File: src/rtl/ldpc_enc_pkg.sv
package ldpc_enc_pkg;
    localparam int MSG_BITS = 9;
    localparam int PAR_BITS = 3;
    // One MSG_BITS slice per parity bit, p0 in the lowest slice.
    localparam logic [PAR_BITS*MSG_BITS-1:0] GEN_COLS = {9'h1F8, 9'h1C7, 9'h03F};
endpackage

File: src/rtl/ldpc_ser_collect.sv
module ldpc_ser_collect #(
    parameter int MSG_W = 9,
    localparam int CNT_W = $clog2(MSG_W + 1)
) (
    input  logic             clk,
    input  logic             rst,
    input  logic             collect_en,
    input  logic             sdin,
    output logic [MSG_W-1:0] msg_word,
    output logic             msg_ready,
    output logic [CNT_W-1:0] bit_cnt
);
    localparam logic [CNT_W-1:0] LAST_IDX = CNT_W'(MSG_W - 1);

    typedef struct packed {
        logic [CNT_W-1:0] cnt;
        logic [MSG_W-2:0] shreg;
        logic [MSG_W-1:0] hold;
        logic             ready;
    } col_st_t;

    col_st_t st_d, st_q;

    always_comb begin
        st_d       = st_q;
        st_d.ready = 1'b0;
        if (collect_en) begin
            if (st_q.cnt == LAST_IDX) begin
                st_d.hold  = {sdin, st_q.shreg};
                st_d.ready = 1'b1;
                st_d.cnt   = '0;
            end else begin
                st_d.shreg = {sdin, st_q.shreg[MSG_W-2:1]};
                st_d.cnt   = st_q.cnt + 1'b1;
            end
        end
    end

    always_ff @(posedge clk) begin
        if (rst) begin
            st_q <= '0;
        end else begin
            st_q <= st_d;
        end
    end

    assign msg_word  = st_q.hold;
    assign msg_ready = st_q.ready;
    assign bit_cnt   = st_q.cnt;
endmodule

File: src/rtl/ldpc_parity_net.sv
module ldpc_parity_net #(
    parameter int MSG_W = 9,
    parameter int PAR_W = 3,
    parameter logic [PAR_W*MSG_W-1:0] COLS = '0
) (
    input  logic [MSG_W-1:0] msg,
    output logic [PAR_W-1:0] par
);
    for (genvar j = 0; j < PAR_W; j++) begin : g_chk
        assign par[j] = ^(msg & COLS[j*MSG_W +: MSG_W]);
    end
endmodule

File: src/rtl/ldpc_serial_encoder.sv
module ldpc_serial_encoder
    import ldpc_enc_pkg::*;
#(
    parameter int MSG_W = MSG_BITS,
    parameter int PAR_W = PAR_BITS,
    parameter logic [PAR_W*MSG_W-1:0] COLS = GEN_COLS,
    localparam int CW_W  = MSG_W + PAR_W,
    localparam int CNT_W = $clog2(MSG_W + 1)
) (
    input  logic            clk,
    input  logic            rst,
    input  logic            collect_en,
    input  logic            sdin,
    output logic [CW_W-1:0] cw_out,
    output logic            cw_valid
);
    logic [MSG_W-1:0] held_msg;
    logic             launch;
    logic [CNT_W-1:0] msg_cnt;
    logic [PAR_W-1:0] par_bits;

    ldpc_ser_collect #(.MSG_W(MSG_W)) u_col (
        .clk        (clk),
        .rst        (rst),
        .collect_en (collect_en),
        .sdin       (sdin),
        .msg_word   (held_msg),
        .msg_ready  (launch),
        .bit_cnt    (msg_cnt)
    );

    ldpc_parity_net #(.MSG_W(MSG_W), .PAR_W(PAR_W), .COLS(COLS)) u_par (
        .msg (held_msg),
        .par (par_bits)
    );

    typedef struct packed {
        logic [CW_W-1:0] cw;
        logic            vld;
    } out_st_t;

    out_st_t out_d, out_q;

    always_comb begin
        out_d     = out_q;
        out_d.vld = launch;
        if (launch) begin
            out_d.cw = {held_msg, par_bits};
        end
    end

    always_ff @(posedge clk) begin
        if (rst) begin
            out_q <= '0;
        end else begin
            out_q <= out_d;
        end
    end

    assign cw_out   = out_q.cw;
    assign cw_valid = out_q.vld;
endmodule

File: config.mk
export PLATFORM = sky130hd
export DESIGN_NAME = ldpc_serial_encoder
export DESIGN_NICKNAME = d
export VERILOG_FILES = /design/src/rtl/ldpc_enc_pkg.sv /design/src/rtl/ldpc_ser_collect.sv /design/src/rtl/ldpc_parity_net.sv /design/src/rtl/ldpc_serial_encoder.sv
export SDC_FILE = /design/constraint.sdc
export NUM_CORES = 1
export LEC_CHECK = 0
export BUFFER_PORTS_ARGS = -buffer_cell sky130_fd_sc_hd__clkbuf_2
export CORE_MARGIN = 10
export CORE_UTILIZATION = 59
export CTS_CLUSTER_DIAMETER = 60
export DETAILED_ROUTE_END_ITERATION = 8
export PLACE_DENSITY = 0.81
export SLEW_MARGIN = 20
export SYNTH_ARGS = -nofsm -noshare
export SYNTH_HDL_FRONTEND = slang
export SYNTH_SLANG_ARGS = --single-unit
export TNS_END_PERCENT = 10
File: constraint.sdc
create_clock -name clk -period 4.3 [get_ports clk]
set_input_delay 0.86 -clock clk [delete_from_list [all_inputs] [get_ports clk]]
set_output_delay 0.86 -clock clk [all_outputs]
set_load 0.02 [all_outputs]
==> results.md <==
- The mean number of vias per cell is 5.55.
- Data on the critical path is required at its endpoint by 3440 ps.
- The wire length after detailed routing is 2550 um.
- The top layer used by detailed routing is met4.
- The placed wire-length estimate after detailed placement is 1870 um.
- The number of design-rule violations left by the first detailed-router iteration is 40.
- By instance count, the leading cell after synthesis is sky130_fd_sc_hd__dfxtp_1.
- STA classifies the critical path startpoint as a flip-flop.
- The data arrival time of the critical path is 870 ps.
- Across the run, the number of max-cap violations was 0.
- Of the cells placed in the final design, the portion with a size suffix greater than 1 is 0.211.
- The total power is 0.526 mW.
- The combinational family with the most area after synthesis is compound AO/OA/AOI/OAI gates.
- The multiplexer share of the synthesized area is 0.0731.
- The clock reaches the later pin of the worst-skew pair after 340 ps.
- Power spread over the standard cell area amounts to 353 mW/mm2.
- The clock period could shrink to 1730 ps.
- The number of top-level pins is 17.
- The synthesized area per cell is 10.8 um2.
- Before antenna repair, the detailed router went through 4 iterations.
- The overall global routing resource usage is 0.126.
- The floorplan die width is 68.2 um.
- The static leakage is 0.576 nW.
- The compound-gate portion of the synthesized area is 0.143.
- The post-synthesis xor/xnor area fraction is 0.0841.
- On the worst path, the slowest cell contributes a delay of 360 ps.
- The post-CTS setup-driven buffer insertion count is 0.
- The run finished with clean final reports.
- Entering global routing, the biggest net connects 26 pins.
- The source of the worst register-to-register timing path is u_col.bit_cnt[0].
- The combined buffer and inverter count along the critical path is 1.
- For this run, the register share of the synthesized area comes to 0.512.
- The finished layout holds 170 standard cells, fillers aside.
- No sink is reached through more buffers than the 2 on the longest clock path.
- The number of cells after detailed placement is 163.
- The TritonCTS clock tree is done.
- The post-synthesis simple-gate area fraction is 0.125.
- Dividing the final minimum period by the clock period gives 0.403.
- The worst setup path is of the flip-flop to output pin kind.
- Summing every instance area after synthesis gives 0.00137 mm2.
- The count of final max-slew check failures is 0.
- Sorting the synthesized cells by how often they occur yields 35 x sky130_fd_sc_hd__dfxtp_1, 13 x sky130_fd_sc_hd__nor2_1, 10 x sky130_fd_sc_hd__mux2i_1.
- Yosys attributes the largest share of cell area to sky130_fd_sc_hd__dfxtp_1 51%, sky130_fd_sc_hd__mux2i_1 7.3%, sky130_fd_sc_hd__a22o_1 5.8%, sky130_fd_sc_hd__xnor3_2 5.2%, sky130_fd_sc_hd__nor2_1 3.6%.
- For the pin with the worst max-slew slack, the measured transition is 698 ps.
- The clock buffer count from CTS is 5.
- The maximum fanout along the worst path is 2.
- Derived from the worst setup path, the maximum achievable clock frequency is 0.578 GHz.
- The post-route setup TNS is 0 ps.
- The cell type of the slowest stage on the worst timing path is sky130_fd_sc_hd__dfxtp_1.
- Counting flops with an async set or reset pin after synthesis yields a share of 0.
- The number of buffers added on ports is 16.
- The area share of fa/ha/maj cells after synthesis is 0.0183.
- The clock arrives with 3.99 ps of skew.
- The cell family with the largest share of critical-path delay is flip-flops.
- The number of nets produced by synthesis is 133.
- The detail route stage leaves a number of antenna-violating nets equal to 0.
- Across the VDD grid, the largest voltage drop is 0.246 mV.
- The die covers 0.00465 mm2.
- For this run, the number of Yosys warnings is 0.
- The count of mapped cells out of synthesis is 127.
- The wire length the detailed router placed on met1 is 1040 um.
- At the end of the flow, the number of nets in the layout was 148.
- At the end of the flow the core is filled with cells to 0.674.
- The global-route wire length before repair is 4290 um.
- The leading register cell type out of synthesis is sky130_fd_sc_hd__dfxtp_1.
- In the final routed layout, each cell accounts on average for 15.0 um.
- After detailed routing, the met2 layer carries 1270 um of wire.
- The critical path capture point type is an output pin.
- Summed over all instances, the cell type with the most area after synthesis is sky130_fd_sc_hd__dfxtp_1.
- Across all layers, the routed design uses 944 vias.
- The number of gates resized after cts is 0.
- The H-tree depth reported by CTS is 2.
- Yosys mapped the design onto 25 distinct sky130hd cell types.
- The growth of design area from synthesis to finish is 8.87%.
- In the detailed route, the total length drawn on met3 is 164 um.
- Clock tree synthesis selected as its root buffer the cell sky130_fd_sc_hd__clkbuf_4.
- The detailed-route DRC error count is 0.
- Setup violations remaining at the end of the flow were counted as 0.
- The number of rows in the core area is 17.
- 0 antenna diodes ended up in the layout.
- Counting flops with a built-in enable in the synthesized netlist gives 0.
- The height of the die is 68.2 um.
- At the end of routability-driven placement, the weighted congestion stood at 0.824.
- Summed over all layers, the global routing overflow is 0.
- For this configuration, the core starts out at a cell density of 0.619.
- The critical path starts at cw_out[11].
- Setup repair after global routing left no endpoint under its margin.
- The hold violation total from the final report is 0.
- Clock-pin slew was measured on the worst setup and hold paths at 100 ps.
- Headroom to the max-slew limit came out at 0.534.
- The critical path goes through clkbuf_2.
- The worst hold slack after final layout is 496 ps.
- The filler cells instantiated in the layout total 180.
- The type of the worst min-delay path is flip-flop to flip-flop.
- Clock tree synthesis found a total of 35 sinks.
- The synthesized design contains 35 register bits.
- The area inside the core boundary is 0.00221 mm2.
- The number of antenna violations at the first check in global routing is 0.
- The worst hold path begins at u_col.st_q[10].
- The share of the synthesized area in the top cell type is 0.512.
- The number of buffers inserted by hold repair at cts is 0.
- The number of global-route vias before repair is 926.
## per-layer routing
layer / vias to the layer above / GRT usage
li1: 475 / -
met1: 439 / 0.127
met2: 21 / 0.212
met3: 9 / 0.0522
met4: 0 / 0.0829
met5: - / 0
## registers in the layout, indices dropped and copies added (netlist names)
signal and flops:
cw_out 12, cw_valid 1, u_col.bit_cnt 4, u_col.msg_ready 1, u_col.msg_word 9, u_col.st_q 8
## worst reg2reg max path, stage by stage (launching register included)
cell and delay [ps]:
sky130_fd_sc_hd__dfxtp_1 380, sky130_fd_sc_hd__inv_1 90, sky130_fd_sc_hd__ha_1 250, sky130_fd_sc_hd__and3b_1 280, sky130_fd_sc_hd__a21oi_2 410, sky130_fd_sc_hd__a22o_1 220
## metrics by stage
step | worst slack (ps) | cell area [um2]
finish | 2570 | 1490
global route | 2490 | 1490
CTS | 2550 | 1490
detailed placement | 2360 | 1430
global placement | 2430 | 1430
floorplan | 2780 | 1370
## path summary, 6_finish.rpt
kind	end	slack, ps	cells past startpoint
max	cw_out[11]	2570	1
min	u_col.st_q[10]	500	2
max reg2reg	u_col.msg_word[0]	2620	5
min reg2reg	u_col.st_q[10]	500	2
## layout by cell type, fill, tap and decap left out, types with 2 or more instances in the layout
| cell | instances |
|---|---|
| sky130_fd_sc_hd__a211oi_1 | 3 |
| sky130_fd_sc_hd__a21oi_1 | 9 |
| sky130_fd_sc_hd__a22o_1 | 9 |
| sky130_fd_sc_hd__and2_1 | 2 |
| sky130_fd_sc_hd__clkbuf_2 | 16 |
| sky130_fd_sc_hd__clkbuf_4 | 5 |
| sky130_fd_sc_hd__dfxtp_1 | 35 |
| sky130_fd_sc_hd__ha_1 | 2 |
| sky130_fd_sc_hd__inv_1 | 2 |
| sky130_fd_sc_hd__mux2i_1 | 10 |
| sky130_fd_sc_hd__nand2_1 | 2 |
| sky130_fd_sc_hd__nand3_1 | 9 |
| sky130_fd_sc_hd__nor2_1 | 13 |
| sky130_fd_sc_hd__o21ai_0 | 8 |
| sky130_fd_sc_hd__xnor2_1 | 5 |
| sky130_fd_sc_hd__xnor3_2 | 3 |
## where the power goes
group | switching, mW | internal (mW) | total, mW | leakage [nW]
sequential | 0.00243 | 0.326 | 0.329 | 0.282
clock | 0.104 | 0.0756 | 0.179 | 0.0341
combinational | 0.0130 | 0.00514 | 0.0182 | 0.260
## kinds of logic after synthesis
family | Yosys count
AOI/OAI and AO/OA | 30
xor gates and xnor gates | 8
adders and majority gates | 2
buffers and inverters | 11
DFF | 35
muxes | 10
and+or+nand+nor | 31
## cell type report
| type | count | area [um2] | share of cell area |
|---|---|---|---|
| sequential | 35 | 701 | 0.470 |
| multi-input combinational | 81 | 607 | 0.407 |
| timing repair buffer | 16 | 80.1 | 0.0537 |
| clock buffer | 6 | 51.3 | 0.0344 |
| tap | 28 | 35.0 | 0.0235 |
| inverter | 3 | 11.3 | 0.00756 |
| clock inverter | 1 | 5.00 | 0.00336 |
Note: power is estimated with default switching activity, not from simulation.
